## src/rtl/eirq_pkg.sv

```systemverilog
package eirq_pkg;
  localparam int ADDR_W = 3;
  localparam logic [ADDR_W-1:0] A_SEL0 = 3'd0;
  localparam logic [ADDR_W-1:0] A_MASK = 3'd4;
  localparam logic [ADDR_W-1:0] A_RISE = 3'd5;
  localparam logic [ADDR_W-1:0] A_FALL = 3'd6;
  localparam logic [ADDR_W-1:0] A_PEND = 3'd7;
endpackage

```

## src/rtl/eirq_sync.sv

```systemverilog
module eirq_sync #(
  parameter int WIDTH  = 8,
  parameter int STAGES = 2
) (
  input  logic             clk,
  input  logic             rst,
  input  logic [WIDTH-1:0] d,
  output logic [WIDTH-1:0] q
);
  logic [STAGES-1:0][WIDTH-1:0] stg;

  always_ff @(posedge clk) begin
    if (rst) stg[0] <= '0;
    else     stg[0] <= d;
  end

  for (genvar s = 1; s < STAGES; s++) begin : g_stage
    always_ff @(posedge clk) begin
      if (rst) stg[s] <= '0;
      else     stg[s] <= stg[s-1];
    end
  end

  assign q = stg[STAGES-1];
endmodule

```

## src/rtl/eirq_edge.sv

```systemverilog
module eirq_edge #(
  parameter int NUM_PORTS = 8,
  parameter int SEL_W     = 4
) (
  input  logic                 clk,
  input  logic                 rst,
  input  logic [NUM_PORTS-1:0] port_bits,
  input  logic [SEL_W-1:0]     sel,
  input  logic                 sel_chg,
  input  logic                 rise_en,
  input  logic                 fall_en,
  output logic                 evt
);
  logic lvl, prev;

  // field values beyond the port count select a constant low
  always_comb begin
    lvl = 1'b0;
    for (int p = 0; p < NUM_PORTS; p++)
      if (sel == SEL_W'(p)) lvl = port_bits[p];
  end

  always_ff @(posedge clk) begin
    if (rst) prev <= 1'b0;
    else     prev <= lvl;
  end

  // one cycle after a select rewrite prev still holds the old pin: blank it
  assign evt = !sel_chg && ((rise_en && lvl && !prev) || (fall_en && !lvl && prev));
endmodule

```

## src/rtl/eirq_regs.sv

```systemverilog
module eirq_regs
  import eirq_pkg::*;
#(
  parameter int NUM_LINES = 16,
  parameter int SEL_W     = 4,
  parameter int DATA_W    = 16
) (
  input  logic                       clk,
  input  logic                       rst,
  input  logic                       we,
  input  logic [ADDR_W-1:0]          addr,
  input  logic [DATA_W-1:0]          wdata,
  input  logic [NUM_LINES-1:0]       evt,
  output logic [NUM_LINES*SEL_W-1:0] sel_q,
  output logic [NUM_LINES-1:0]       sel_chg,
  output logic [NUM_LINES-1:0]       mask_q,
  output logic [NUM_LINES-1:0]       rise_q,
  output logic [NUM_LINES-1:0]       fall_q,
  output logic [NUM_LINES-1:0]       pend_q,
  output logic [DATA_W-1:0]          rdata
);
  localparam int LPW       = DATA_W / SEL_W;
  localparam int SEL_WORDS = NUM_LINES / LPW;

  logic [NUM_LINES-1:0] clr, pend_nxt;
  logic [DATA_W-1:0]    rd_mux;

  assign clr      = (we && addr == A_PEND) ? wdata[NUM_LINES-1:0] : '0;
  assign pend_nxt = (pend_q & ~clr) | evt;   // a fresh edge outranks a clear

  always_comb begin
    rd_mux = '0;
    for (int w = 0; w < SEL_WORDS; w++)
      if (addr == A_SEL0 + ADDR_W'(w)) rd_mux = sel_q[w*DATA_W +: DATA_W];
    case (addr)
      A_MASK:  rd_mux = DATA_W'(mask_q);
      A_RISE:  rd_mux = DATA_W'(rise_q);
      A_FALL:  rd_mux = DATA_W'(fall_q);
      A_PEND:  rd_mux = DATA_W'(pend_q);
      default: ;
    endcase
  end

  always_ff @(posedge clk) begin
    if (rst) begin
      sel_q   <= '0;
      sel_chg <= '0;
      mask_q  <= '0;
      rise_q  <= '0;
      fall_q  <= '0;
      pend_q  <= '0;
      rdata   <= '0;
    end else begin
      pend_q  <= pend_nxt;
      rdata   <= rd_mux;
      sel_chg <= '0;
      for (int k = 0; k < NUM_LINES; k++) begin
        if (we && addr == A_SEL0 + ADDR_W'(k / LPW)) begin
          sel_q[k*SEL_W +: SEL_W] <= wdata[(k % LPW)*SEL_W +: SEL_W];
          sel_chg[k] <= wdata[(k % LPW)*SEL_W +: SEL_W] != sel_q[k*SEL_W +: SEL_W];
        end
      end
      if (we) begin
        case (addr)
          A_MASK:  mask_q <= wdata[NUM_LINES-1:0];
          A_RISE:  rise_q <= wdata[NUM_LINES-1:0];
          A_FALL:  fall_q <= wdata[NUM_LINES-1:0];
          default: ;
        endcase
      end
    end
  end
endmodule

```

## src/rtl/eirq_lines.sv

```systemverilog
module eirq_lines
  import eirq_pkg::*;
#(
  parameter int NUM_LINES = 16,
  parameter int NUM_PORTS = 8,
  parameter int SEL_W     = 4,
  parameter int DATA_W    = 16,
  parameter int SYNC_STG  = 2
) (
  input  logic                           clk,
  input  logic                           rst,
  input  logic [NUM_PORTS*NUM_LINES-1:0] gpio_pins,
  input  logic                           reg_we,
  input  logic [ADDR_W-1:0]              reg_addr,
  input  logic [DATA_W-1:0]              reg_wdata,
  output logic [DATA_W-1:0]              reg_rdata,
  output logic [4:0]                     irq_line,
  output logic                           irq_grp_a,
  output logic                           irq_grp_b
);
  localparam int DIRECT_N = 5;
  localparam int GA_LO    = DIRECT_N;
  localparam int GA_HI    = 9;
  localparam int GB_LO    = GA_HI + 1;
  localparam int GB_HI    = NUM_LINES - 1;

  logic [NUM_PORTS*NUM_LINES-1:0] pins_s;
  logic [NUM_LINES*SEL_W-1:0]     sel_q;
  logic [NUM_LINES-1:0]           sel_chg, mask_q, rise_q, fall_q, pend_q, line_evt, req;

  eirq_sync #(.WIDTH(NUM_PORTS*NUM_LINES), .STAGES(SYNC_STG)) u_sync (
    .clk(clk), .rst(rst), .d(gpio_pins), .q(pins_s)
  );

  eirq_regs #(.NUM_LINES(NUM_LINES), .SEL_W(SEL_W), .DATA_W(DATA_W)) u_regs (
    .clk(clk), .rst(rst), .we(reg_we), .addr(reg_addr), .wdata(reg_wdata),
    .evt(line_evt), .sel_q(sel_q), .sel_chg(sel_chg), .mask_q(mask_q),
    .rise_q(rise_q), .fall_q(fall_q), .pend_q(pend_q), .rdata(reg_rdata)
  );

  for (genvar k = 0; k < NUM_LINES; k++) begin : g_line
    logic [NUM_PORTS-1:0] col;
    for (genvar p = 0; p < NUM_PORTS; p++) begin : g_col
      assign col[p] = pins_s[p*NUM_LINES + k];
    end
    eirq_edge #(.NUM_PORTS(NUM_PORTS), .SEL_W(SEL_W)) u_edge (
      .clk(clk), .rst(rst), .port_bits(col), .sel(sel_q[k*SEL_W +: SEL_W]),
      .sel_chg(sel_chg[k]), .rise_en(rise_q[k]), .fall_en(fall_q[k]),
      .evt(line_evt[k])
    );
  end

  assign req = pend_q & mask_q;

  always_ff @(posedge clk) begin
    if (rst) begin
      irq_line  <= '0;
      irq_grp_a <= 1'b0;
      irq_grp_b <= 1'b0;
    end else begin
      irq_line  <= req[DIRECT_N-1:0];
      irq_grp_a <= |req[GA_HI:GA_LO];
      irq_grp_b <= |req[GB_HI:GB_LO];
    end
  end
endmodule

```

## config.mk

```make
export PLATFORM = sky130hd
export DESIGN_NAME = eirq_lines
export DESIGN_NICKNAME = d
export VERILOG_FILES = /design/src/rtl/eirq_pkg.sv /design/src/rtl/eirq_sync.sv /design/src/rtl/eirq_edge.sv /design/src/rtl/eirq_regs.sv /design/src/rtl/eirq_lines.sv
export SDC_FILE = /design/constraint.sdc
export NUM_CORES = 1
export LEC_CHECK = 0
export BUFFER_PORTS_ARGS = -buffer_cell sky130_fd_sc_hd__buf_2
export CORE_MARGIN = 3
export CORE_UTILIZATION = 45
export CTS_CLUSTER_DIAMETER = 50
export DETAILED_ROUTE_END_ITERATION = 12
export GPL_TIMING_DRIVEN = 0
export PLACE_DENSITY = 0.75
export SLEW_MARGIN = 10
export SYNTH_ARGS = -nofsm -noshare
export SYNTH_HDL_FRONTEND = slang
export SYNTH_SLANG_ARGS = --single-unit
```

## constraint.sdc

```tcl
create_clock -name clk -period 1.8 [get_ports clk]
set_clock_uncertainty 0.2 [all_clocks]
set_input_delay 0.27 -clock clk [delete_from_list [all_inputs] [get_ports clk]]
set_output_delay 0.27 -clock clk [all_outputs]
set_load 0.02 [all_outputs]
```

# After elaboration in Yosys (flattened, before gate mapping)
# Cells that the tools add are included.
# totals
ff_bits	439
in_bits	150
elab_cells	486
# classes
n_eq_ne	135
muxes	134
n_bitwise	8
reduce_logical	175
# op_table
op	n
== test 4 x 3 -> 1 bit (second input constant)	64
== test 4 x 2 -> 1 bit (second input constant)	32
two-way mux 1 bit	128
logical AND 1 bit	85
two-way mux 16 bit	5
== test 4 x 1 -> 1 bit (second input constant)	16
logical NOT 4 bit	16
!= test 4 bit	16
one-hot mux 16 bit (4 select lines)	1
logical NOT 1 bit	48
bitwise AND 16 bit	2
logical OR 1 bit	16
NOT 16 bit	1
OR 16 bit	1
== test 3 bit (second input constant)	4
OR reduction 2 bit	4
== test 3 x 2 -> 1 bit (second input constant)	2
AND reduction 2 bit	3
OR reduction 6 bit	1
OR reduction 5 bit	1
NOT 1 bit	4
== test 3 x 1 -> 1 bit (second input constant)	1
logical NOT 3 bit	1

# Depth between registers and ports, before layout
# Gate-level depths: netlist of the first run.
# logic_depth
depth_word	15
mapped_depth	7
mapped_depth_nobuf	4

# By module
# Synthesis of the first run repeated with hierarchy kept, for this count alone.
# hier_totals
cells_unflattened	1751
hier_area_um2	17366.7
# by_module_without_submodules
module	instances	cells_each	area_per_inst_um2
eirq_sync	1	668	7825.0
eirq_regs	1	835	7250.7
eirq_edge	16	14	128.9
eirq_lines	1	24	229.0

# Worst setup path after synthesis of the first run
# No wires, ideal clock.
# synth_timing
path_kind	register to register
startpoint	register u_regs.sel_q[21]
endpoint	register u_regs.pend_q[5]
setup_time_ns	0.123
arrival_ns	1.328
t_required_ns	1.477
slack_ns	0.148
path_stages_with_launch	5
n_path_buf	0
period_less_slack_ns	1.652
path_cell_list	dfxtp_1 -> mux4_2 -> mux2i_1 -> nor3_1 -> nand3b_1
# synth_between
elab_chain_cells	15
# synth_lines
element	line	text
from (decl)	eirq_regs.sv:14	output logic [NUM_LINES*SEL_W-1:0] sel_q,
from (signal, indexed assignment)	eirq_regs.sv:59	sel_q[k*SEL_W +: SEL_W] <= wdata[(k % LPW)*SEL_W +: SEL_W];
logical NOT 4 bit	eirq_edge.sv:20	if (sel == SEL_W'(p)) lvl = port_bits[p];
two-way mux 1 bit (7 in a row)	eirq_edge.sv:20	
two-way mux 1 bit *	eirq_edge.sv:20	
logical NOT 1 bit	eirq_edge.sv:29	assign evt = !sel_chg && ((rise_en && lvl && !prev) || (fall_en && !lvl && prev));
logical AND 1 bit (2 in a row)	eirq_edge.sv:29	
logical OR 1 bit *	eirq_edge.sv:29	
logical AND 1 bit *	eirq_edge.sv:29	
OR 16 bit *	eirq_regs.sv:29	assign pend_nxt = (pend_q & ~clr) | evt;
to (signal assigned)	eirq_regs.sv:54	pend_q <= pend_nxt;
to (decl)	eirq_regs.sv:19	output logic [NUM_LINES-1:0] pend_q,
# Mark *: on every way between the ends. The rest lies on a longest branch, timed or not.
# A chain may end at the register's enable or synchronous reset.

# Worst setup path in the final report of the first run
# layout_timing
startpoint	register u_regs.sel_q[9]
endpoint	register u_regs.pend_q[2]
# The elaborated chain is that of the path after synthesis.

==> summary.txt, run 1 <==
Outcome
  – Status: finished with violations
  – Failing checks: hold timing, setup timing

Floorplanning
  – Num rows: 67
  – Die ar.: 37360 um^2
  – Ports: 173
  – Die height: about 190 um
  – Initial Util: a little under half
  – Core Box Area: around 34000 um^2
  – Chip width: ~190 um

Pwr
  – Net load switching power: around 5 mW
  – Sw frac: 23.66%
  – Clk pwr share: roughly 44%
  – Leakage Power: 7.689 nW
  – Reg power frac: ~48%
  – Pwr Total: 21.21 mW
  – Combinational share of power: between 7 and 8%
  – Power per cell area: 1034 nW/um^2
  – Internal power: 16.19 mW
  – Worst vdd ir: between 0.8 and 0.9 mV

Worst setup path
  – Slowest cell on crit path: mux4_2
  – Crit-path max cell delay: 0.59 ns
  – Largest fanout on the critical path: 5
  – Largest delay share family, worst path: multiplexers
  – CP endpoint kind: flop
  – Setup crit start kind: flop
  – Crit-path cells: mux4_2, mux2i_4, or2_4, o211ai_1
  – WP data arrival: 2.05 ns
  – Worst Path Required: 2.03 ns
  – Worst path buffer plus inverter count: 0
  – CP Class: reg2reg

CTS
  – Clock Sinks: approximately 440
  – Clk buf depth: 3
  – Clock slew at reported path FFs: around 0.06 ns
  – Clk_lat worst skew: between 0.5 and 0.6 ns
  – Root Driver: clkbuf_16
  – TritonCTS buffer count: 44
  – CTS H-tree lvls: 2
  – CTS tree: built

Synth
  – Netlist cell types: 32
  – Avg Cell Area, Syn: between 10 and 15 um^2
  – Yosys reg bits: approximately 440
  – Post-synth top flop: dfxtp_1
  – Asr flop ratio synth: 0%
  – Seq/Total Area, Yosys: a little under three fifths
  – Mapped Area: about 16000 um^2
  – Yosys warns: 0
  – EDFF count, synth: 0
  – Gate Count Post-Synth: 1483
  – Mapped Nets: about 1600

Global routing
  – Global route overflow: 0
  – Initial antenna violation count: 0
  – Vias in the first global route: approximately 13000
  – First-pass GRT wire length: around 76000 um
  – M2 GR Usage: around 43%
  – Gr usage total: roughly a quarter
  – Busiest grt layer: met2
  – Largest net degree at the start of global routing: 17
  – Routing usage on met3: 4.505%
  – Met1 Usage GRT: between 30% and 40%

Finish
  – Fill count: between 2000 and 3000
  – Post-layout nets: around 2000
  – # diodes: 0
  – Non-filler cells, final: approximately 2300
  – Design area: between 20000 and 25000 um^2
  – Share of cells above drive strength 1: 20.98%
  – Area grow syn2layout: 30.02%
  – Fin util: between 60% and 70%

Drt
  – Wirelength per Cell: approximately 21 um
  – Via count: between 10000 and 15000
  – Via density: roughly 5.4
  – WL final: around 50000 um
  – DR iter-0 viols: 1235
  – # DRC: 0
  – Antenna Nets Post-Route: 0
  – Initial DRT Pass Iterations: 5

STA
  – Slew @ Worst Pin: ~0.89 ns
  – RSZ-0062 raised after global routing: yes
  – Fin crit share: 101.0%
  – Final setup fails: 3
  – Post-layout min period: 1.818 ns
  – Hold WS: -0.06823 ns
  – Worst Slack Setup Final: -0.01756 ns
  – Highest Clock Rate: ~550 MHz
  – Total negative slack: -0.02663 ns
  – Final slew viol count: 0
  – Rel. slew slack: ~41%
  – Final Hold Viols: 2

Run
  – Max-cap viol count: 0

Place
  – Placed cell count: approximately 2100
  – DPL Wire Length: around 33000 um
  – Pre-CTS setup slack: -0.4485 ns
  – Placer congestion estimate: approximately 0.9
  – # port buffers: 170
  – Post-place instance area: 17200 um^2

Hold path
  – Worst min-delay path category: in2reg
[routing by layer]
metal	routed length [um]	vias up	part of all wire, %
met1	20270	6052	40
li1	-	5719	-
met4	1897	0	3.8
met2	23680	707	47
met3	4253	125	8.5
met5	0	-	0
[worst min-delay path: stages]
cell     delay [ns]
buf_4          0.15
nor3_4         0.08
nand2_1        0.07
a21oi_1        0.05
[power groups by stage]
stage | Combinational [mW] | Sequential (mW) | Clock [mW]
6_report | 1.64 | 10.2 | 9.35
5_1_grt | 1.74 | 10.2 | 9.81
4_1_cts | 1.56 | 10.2 | 9.39
3_5_place_dp | 1.28 | 10.4 | 0
3_3_place_gp | 1.26 | 10.4 | 0
2_1_floorplan | 0.773 | 10.4 | 0
[cells in the final DEF (no fill, tap or decap), types with 5 or more instances in the layout]
cell and instances:
xnor2_1 64, nor2b_1 258, clkbuf_16 44, nand2_1 243, o2111ai_1 16, nor3_1 19
clkbuf_8 5, a21oi_1 113, clkinv_2 9, mux4_2 64, clkbuf_1 70, buf_2 188
a41oi_1 16, nor2_1 38, dfxtp_4 16, mux2i_1 16, mux2i_4 16, clkinvlp_4 7
nand2b_1 5, o211ai_1 5, dlygate4sd3_1 146, buf_4 20, and3b_1 5, dfxtp_1 422
nand3b_1 43
[registers in the layout (all words and copies together), names as in the netlist]
| register | count |
|---|---|
| u_regs.sel_q | 64 |
| u_regs.pend_q | 16 |
| irq_grp_a | 1 |
| u_regs.fall_q | 16 |
| irq_line | 5 |
| u_regs.rise_q | 16 |
| g_line.u_edge.prev | 16 |
| u_regs.mask_q | 16 |
| irq_grp_b | 1 |
| u_sync.stg | 128 |
| u_regs.rdata | 16 |
| u_regs.sel_chg | 16 |
| u_sync.q | 128 |
[cell usage after synthesis (all sizes together), types with 24 or more instances]
| master | instances | area, um^2 |
|---|---|---|
| mux4 | 64 | 1460 |
| mux2i | 32 | 320.3 |
| nand2 | 244 | 915.9 |
| dfxtp | 439 | 8788 |
| nor2b | 258 | 1614 |
| buf | 26 | 150.1 |
| nor3 | 24 | 142.6 |
| nor2 | 42 | 167.7 |
| nand3b | 43 | 322.8 |
| a21oi | 113 | 565.5 |
| clkbuf | 67 | 251.5 |
| xnor2 | 64 | 560.5 |
[path summary, 6_finish.rpt]
kind,to,slack (ns),cells past startpoint,startpoint
worst max-delay path,u_regs.pend_q[2],-0.02,4,u_regs.sel_q[9]
worst min-delay path,u_regs.sel_q[3],-0.07,4,reg_addr[2]
worst max register to register,u_regs.pend_q[2],-0.02,4,u_regs.sel_q[9]
worst min register to register,u_sync.q[22],0.24,1,u_sync.stg[22]
[final cells by class]
cell class                 count  area [um^2]  share of cell area, %
buffer                        92        397.9                  1.939
clock buffer                  53         1185                  5.773
clock inverter                27        311.5                  1.518
multi-input combinational    951         6802                  33.14
sequential                   439         8850                  43.12
tap                          448        560.5                  2.731
timing repair buffer         330         2417                  11.78
[timing repair]
action | in CTS | in global routing
gates resized for setup | 60 | 17
setup endpoints to repair | 32 | 20
pin swaps | 0 | 6
setup buffers | 1 | 13
endpoints found under the hold margin | 154 | 4
hold buffers | 145 | 1
[cell families (layout without fill, tap and decap cells)]
| family | count (synthesis) | count (layout) | share of synthesized area, % |
|---|---|---|---|
| DFF | 439 | 439 | 55.68 |
| AOI/OAI and AO/OA | 156 | 156 | 5.889 |
| and+or+nand+nor | 635 | 635 | 21.06 |
| muxes | 96 | 96 | 11.28 |
| buffers and inverters | 93 | 502 | 2.544 |
| xor gates and xnor gates | 64 | 64 | 3.551 |
No activity file was read; power rests on OpenSTA's default activity.
==> inputs of run 2 (changes only) <==
--- a/config.mk
+++ b/config.mk
@@ -15,4 +15,5 @@
 export SLEW_MARGIN = 10
 export SYNTH_ARGS = -nofsm -noshare
 export SYNTH_HDL_FRONTEND = slang
+export SYNTH_HIERARCHICAL = 1
 export SYNTH_SLANG_ARGS = --single-unit
==> run 2 against run 1 <==
Against the previous run:
- the flow still finishes with violations (hold timing, setup timing)
- synthesized cell count is 18% higher
- worst hold slack improved by 0.014 ns
- routed wire length up 6.6%
- synthesized area is 10% higher
- die area rose by 9.7%
- sequential power about the same
- via count up 8.3%
- worst setup slack worse by 0.067 ns
- power grew 6.2%
- first-iteration DRC count grew 0.40%
- largest cell class unchanged
- largest power group unchanged
- highest routed layer unchanged
==> summary.txt, run 2 <==
Synth
  – Dominant cells by area after synthesis: dfxtp_1 51%, nor2b_1 10%, buf_4 5.8%
  – Asr flop ratio synth: 0% (unchanged)
  – EDFF count, synth: 0 (unchanged)
  – Area leader, netlist: dfxtp_1
  – Yosys warns: 6 (+6)
  – Yosys reg bits: 439 (unchanged)
  – Adder-cell share of the synthesized area: 0% (unchanged)
  – Mux cell area share after synthesis: 8.170% (-3.1 points)
  – Post-synth top area share: 50.61% (-5.1 points)
  – Post-synthesis compound-gate area fraction: 8.710% (+2.8 points)
  – Most instantiated cells after synthesis: 439 x dfxtp_1, 281 x nor2b_1, 246 x nand2_1
  – Mapped Nets: 1901 (+16%)
  – Top-count cell post-synth: dfxtp_1
  – Seq/Total Area, Yosys: 50.61% (-5.1 points)
  – XOR/XNOR Fraction of Synth Area: 3.228% (-0.32 points)
  – Post-synthesis simple-gate area fraction: 19.46% (-1.6 points)
  – Gate Count Post-Synth: 1751 (+18%)
  – Post-synth top flop: dfxtp_1
  – Avg Cell Area, Syn: 9.918 um^2 (-6.8%)
  – Mapped Area: 17370 um^2 (+10%)
  – Largest family of logic cells by synthesized area: simple AND/OR/NAND/NOR gates
  – Netlist cell types: 43 (+34%)

Pwr
  – Leakage Power: 8.865 nW (+15%)
  – Pwr Total: 22.52 mW (+6.2%)
  – Power per cell area: 1008 nW/um^2 (-2.5%)
  – Worst vdd ir: 0.7605 mV (-7.8%)

Finish
  – # diodes: 0 (unchanged)
  – Post-layout nets: 2267 (+13%)
  – Area grow syn2layout: 28.70%
  – Most frequent cells in the layout: 395 x dfxtp_1, 281 x nor2b_1, 246 x nand2_1
  – Commonest non-fill, non-tap cell in the layout: dfxtp_1
  – Share of cells above drive strength 1: 26.69% (+5.7 points)

STA
  – Worst Slack Setup Final: -0.08414 ns (-0.06658 ns)
  – Final slew viol count: 0 (unchanged)
  – RSZ-0062 raised after global routing: yes
  – Fin crit share: 104.7% (+3.7 points)
  – Slew @ Worst Pin: 0.9418 ns (+0.05242 ns)
  – Rel. slew slack: 37.22% (-3.5 points)
  – Highest Clock Rate: 530.7 MHz (-3.5%)
  – Post-layout min period: 1.884 ns (+0.06658 ns)
  – Final setup fails: 11 (+8)
  – Hold WS: -0.05431 ns (+0.01393 ns)
  – Final Hold Viols: 1 (-1)

Hold path
  – Hold path cells: 2 (-2)
  – Hold Path Sink: g_line[15].u_edge/prev
  – Hold path start: rst
  – Worst min-delay path category: in2reg

Global routing
  – Met1 Usage GRT: 32.23% (-1.9 points)
  – Gr usage total: 25.44% (-0.49 points)
  – Initial antenna violation count: 0 (unchanged)
  – Global route overflow: 0 (unchanged)
  – Largest net degree at the start of global routing: 32 (+15)
  – Vias in the first global route: 13870 (+8.3%)
  – M2 GR Usage: 43.73% (+0.41 points)
  – First-pass GRT wire length: 80590 um (+6.5%)
  – Routing usage on met3: 4.682% (+0.18 points)
  – Busiest grt layer: met2

Place
  – Pre-CTS setup slack: -0.8763 ns (-0.4278 ns)
  – Placer congestion estimate: 0.9074 (-2.1%)
  – DPL Wire Length: 35970 um (+7.5%)
  – # port buffers: 172 (+1.2%)

Drt
  – Via density: 5.120 (-4.9%)
  – Initial DRT Pass Iterations: 5 (unchanged)
  – WL final: 53380 um (+6.6%)
  – Wirelength per Cell: 20.03 um (-6.4%)
  – Via count: 13650 (+8.3%)
  – DR iter-0 viols: 1240 (+0.40%)
  – # DRC: 0 (unchanged)
  – Antenna Nets Post-Route: 0 (unchanged)

Floorplanning
  – Initial Util: 45.89% (-0.49 points)
  – Core Box Area: 37840 um^2 (+11%)
  – Die ar.: 40990 um^2 (+9.7%)
  – Chip width: 202.5 um (+4.7%)
  – Num rows: 71 (+6.0%)
  – Ports: 173 (unchanged)
  – Die height: 202.5 um (+4.7%)

CTS
  – Clock Sinks: 439 (unchanged)
  – CTS H-tree lvls: 2 (unchanged)
  – Clock slew at reported path FFs: 0.06 ns (about the same)
  – TritonCTS buffer count: 46 (+4.5%)
  – Clk_lat worst skew: 0.56 ns (about the same)
  – Clk buf depth: 3 (unchanged)
  – CTS tree: built
  – Root Driver: clkbuf_16

Worst setup path
  – Reg2reg path depth: 5 (+1)
  – Worst Path Required: 2.08 ns (+0.05 ns)
  – WP data arrival: 2.16 ns (+0.11 ns)
  – Reg-to-Reg Start: u_regs/sel_q[4]
  – Setup crit start kind: flop
  – CP endpoint kind: flop
  – Crit Reg-Reg Endpoint: u_regs/pend_q[1]
  – Largest fanout on the critical path: 6 (+1)
  – CP Class: reg2reg
  – Reg2reg setup slack: -0.08 ns (-0.07 ns)

Outcome
  – Status: finished with violations
  – Failing checks: hold timing, setup timing

Run
  – Max-cap viol count: 0 (unchanged)
-- run 2: worst max-delay path by stage --
stage / startpoint / end / slack, ns / cells after the start
detailed placement: rst / u_regs/rise_q[0] / -0.88 / 5
floorplan: u_regs/sel_q[12] / u_regs/pend_q[3] / 0.14 / 5
global route: u_regs/sel_q[4] / u_regs/pend_q[1] / -0.12 / 5
CTS: u_regs/sel_q[32] / u_regs/pend_q[8] / -0.08 / 5
finish: u_regs/sel_q[4] / u_regs/pend_q[1] / -0.08 / 5
global placement: rst / u_regs/fall_q[10] / -0.83 / 5
-- run 2: worst max-delay path, cell delays in order, from the launching register on --
cell     delay, ns
dfxtp_4       0.40
mux4_2        0.54
o21ai_4       0.21
mux2i_2       0.28
inv_1         0.07
a21oi_1       0.11
-- run 2: repair_timing --
action	in CTS	in global routing
pin swaps	17	18
setup buffers	11	8
gates resized for setup	72	38
hold endpoints to repair	165	15
hold buffers	154	1
setup endpoints to repair	75	64
-- run 2: cell families after synthesis --
group	count (synthesis)
xor gates and xnor gates	64
AOI/OAI and AO/OA	231
and+or+nand+nor	642
buffers and inverters	279
DFF	439
muxes	96
-- run 2: where the power goes --
part / total, mW / switching (mW) / internal [mW]
registers: 10.3 / 0.183 / 10.1
clock network: 10.3 / 4.00 / 6.28
logic: 1.98 / 1.00 / 0.979
-- run 2: routing by layer --
metal  up-vias  wire (um)
met5         -          0
met4         0       1756
met3       132       4274
met2       685      25660
met1      6460      21690
li1       6369          -
-- run 2: area by class of cell --
type | instances | area, um^2
plain buffers | 203 | 1339
flip-flops and latches | 439 | 8889
fillers | 3068 | 15490
repair buffers | 346 | 2560
multi-input cells | 1033 | 7063
inverters | 48 | 180.2
well taps | 511 | 639.4
clock inverters | 27 | 392.9
clock buffers | 58 | 1287
-- run 2: stage by stage --
stage | std cells | hold WS, ns | utilization (%) | setup TNS (ns) | instance area [um^2]
5_1_grt | 2665 | -0.04112 | 59.06 | -1.103 | 22350
3_3_place_gp | 2434 | 0.2183 | 49.85 | -124.25 | 18870
6_report | 2665 | -0.05431 | 59.06 | -0.4401 | 22350
4_1_cts | 2665 | -0.05470 | 58.81 | -0.5127 | 22260
3_5_place_dp | 2434 | 0.2204 | 49.85 | -131.14 | 18870
2_1_floorplan | 1751 | 0.1391 | - | 0 | 17370
==> inputs of run 3 (changes only) <==
--- a/config.mk
+++ b/config.mk
@@ -11,9 +11,9 @@
 export CTS_CLUSTER_DIAMETER = 50
 export DETAILED_ROUTE_END_ITERATION = 12
 export GPL_TIMING_DRIVEN = 0
+export HOLD_SLACK_MARGIN = 0.06
 export PLACE_DENSITY = 0.75
 export SLEW_MARGIN = 10
 export SYNTH_ARGS = -nofsm -noshare
 export SYNTH_HDL_FRONTEND = slang
-export SYNTH_HIERARCHICAL = 1
 export SYNTH_SLANG_ARGS = --single-unit
==> run 3 against run 2 <==
Against the previous run:
- the run still ends with hold timing, setup timing left
- combinational power shrank 17%
- non-clock buffer count shrank 123
- worst setup slack gained 0.058 ns
- routed wire length shrank 6.1%
- worst hold slack lost 0.014 ns
- global-route usage grew 0.51 points
- via count shrank 8.1%
- die area shrank 8.8%
- clock-buffer cell count shrank 5
- sequential share of layout area grew 3.3 points
- critical path type is now in2reg
- critical endpoint is now u_regs.sel_q[0]
- highest routed layer unchanged
==> summary.txt, run 3 (synthesis results as in run 1) <==
Global routing
  – First-pass GRT wire length: 75740 um (-6.0%)
  – Initial antenna violation count: 0 (unchanged)
  – Global route overflow: 0 (unchanged)
  – Vias in the first global route: 12840 (-7.4%)
  – Gr usage total: 25.95% (+0.51 points)
  – Largest net degree at the start of global routing: 17 (-47%)

Pwr
  – Sw frac: 23.65% (+0.61 points)
  – Power per cell area: 1032 nW/um^2 (+2.4%)
  – Internal power: 16.20 mW (-6.5%)
  – Combinational share of power: 7.8% (-1.0 points)
  – Clk pwr share: 44.1% (-1.6 points)
  – Leakage Power: 7.713 nW (-13%)
  – Reg power frac: 48.2% (+2.7 points)
  – Worst vdd ir: 0.8254 mV (+8.5%)
  – Net load switching power: 5.017 mW (-3.3%)
  – Pwr Total: 21.21 mW (-5.8%)

Finish
  – Area grow syn2layout: 30.27%
  – Commonest non-fill, non-tap cell in the layout: dfxtp_1
  – Post-layout nets: 2012 (-11%)
  – Share of cells above drive strength 1: 20.94% (-5.8 points)
  – Most frequent cells in the layout: 422 x dfxtp_1, 258 x nor2b_1, 243 x nand2_1
  – # diodes: 0 (unchanged)
  – Fill count: 2694 (-12%)
  – Footprint of the multi-input gates: 6802 um^2 (-3.7%)
  – Reg area: 8850 um^2 (-0.44%)

Worst setup path
  – Setup crit start kind: primary input
  – Reg2reg setup slack: -0.01 ns (+0.07 ns)
  – CP startpoint: reg_addr[1]
  – Crit Reg-Reg Endpoint: u_regs.pend_q[2]
  – Reg2reg path depth: 4 (-1)
  – Largest fanout on the critical path: 10 (+4)
  – CP Class: in2reg
  – CP endpoint kind: flop
  – WP data arrival: 2.10 ns (-0.06 ns)
  – Worst setup endpoint: u_regs.sel_q[0]
  – Worst Path Required: 2.08 ns (about the same)
  – Reg-to-Reg Start: u_regs.sel_q[9]

CTS
  – Root Driver: clkbuf_16
  – Clk_lat worst skew: 0.56 ns (about the same)
  – Clock slew at reported path FFs: 0.06 ns (about the same)
  – TritonCTS buffer count: 44 (-4.3%)
  – Clock Sinks: 439 (unchanged)
  – Clk buf depth: 3 (unchanged)
  – CTS H-tree lvls: 2 (unchanged)
  – CTS tree: built

Place
  – Pre-CTS setup slack: -0.4485 ns (+0.4278 ns)
  – # port buffers: 170 (-1.2%)
  – DPL Wire Length: 33460 um (-7.0%)
  – Placer congestion estimate: 0.9266 (+2.1%)

Floorplanning
  – Die ar.: 37360 um^2 (-8.8%)
  – Core Box Area: 34040 um^2 (-10%)
  – Initial Util: 46.38% (+0.49 points)
  – Num rows: 67 (-5.6%)
  – Chip width: 193.3 um (-4.5%)
  – Ports: 173 (unchanged)
  – Die height: 193.3 um (-4.5%)

STA
  – Worst Slack Setup Final: -0.02622 ns (+0.05792 ns)
  – Rel. slew slack: 42.25% (+5.0 points)
  – RSZ-0062 raised after global routing: yes
  – Highest Clock Rate: 547.6 MHz (+3.2%)
  – Final slew viol count: 0 (unchanged)
  – Final setup fails: 2 (-9)
  – Slew @ Worst Pin: 0.8662 ns (-0.07554 ns)
  – Hold WS: -0.06824 ns (-0.01394 ns)
  – Post-layout min period: 1.826 ns (-0.05792 ns)
  – Fin crit share: 101.5% (-3.2 points)
  – Final Hold Viols: 2 (+1)

Drt
  – DR iter-0 viols: 1257 (+1.4%)
  – Initial DRT Pass Iterations: 5 (unchanged)
  – Via density: 5.350 (+4.5%)
  – Antenna Nets Post-Route: 0 (unchanged)
  – Wirelength per Cell: 21.39 um (+6.8%)
  – WL final: 50140 um (-6.1%)
  – Via count: 12540 (-8.1%)
  – # DRC: 0 (unchanged)

Run
  – Max-cap viol count: 0 (unchanged)

Outcome
  – Status: finished with violations
  – Failing checks: hold timing, setup timing

Hold path
  – Worst min-delay path category: in2reg
  – Hold path start: reg_addr[2]
==> run 3: worst min path at each step <==
stage	cells after the start	slack (ns)	to
after floorplan	1	0.20	u_sync.stg[0]
after global placement	1	0.22	u_sync.q[81]
after detailed placement	1	0.22	u_sync.q[42]
after CTS	4	-0.07	u_regs.sel_q[1]
after global routing	4	-0.07	u_regs.sel_q[3]
final	4	-0.07	u_regs.sel_q[3]
==> run 3: final cells by class <==
type	count	share of cell area, %
clock buffer	53	5.762
multi-input combinational	951	33.08
buffer	92	1.935
sequential	439	43.04
timing repair buffer	334	11.95
tap	448	2.726
clock inverter	27	1.515
==> run 3: metal layers <==
layer / share of wire [%] / wire (um) / track usage (%) / vias to the layer above
met5: 0 / 0 / 0 / -
met4: 3.6 / 1819 / 9.429 / 0
met3: 8.0 / 4005 / 4.557 / 121
met2: 47 / 23660 / 43.38 / 675
met1: 41 / 20650 / 34.05 / 6011
li1: - / - / - / 5733
==> run 3: timing repair <==
action / in CTS / in global routing
hold buffers: 149 / 1
setup endpoints to repair: 32 / 20
pin swaps: 0 / 6
setup buffers: 1 / 13
resized for setup: 60 / 17
endpoints found under the hold margin: 157 / 5
==> run 3: power by group through the flow <==
stage                     Combinational, mW  Sequential (mW)  Clock [mW]
after floorplan                       0.773             10.4           0
after global placement                 1.26             10.4           0
after detailed placement               1.28             10.4           0
after CTS                              1.57             10.2        9.39
after global routing                   1.75             10.2        9.81
final                                  1.65             10.2        9.35
==> run 3: critical path: stages <==
cell	delay, ns
buf_2	0.13
buf_2	0.21
nand2b_1	0.29
nor3_4	0.36
nand2_1	0.11
dlygate4sd3_1	0.61
a21oi_1	0.13
==> run 3: through the flow <==
stage	utilization [%]	cell area, um^2	cells	setup TNS [ns]
after floorplan	-	15790	1483	0
final	60.42	20560	2344	-0.03856
after global placement	50.53	17200	2101	-66.94
after detailed placement	50.53	17200	2101	-85.05
after global routing	60.42	20560	2344	-0.09257
after CTS	59.91	20390	2331	-0.01059
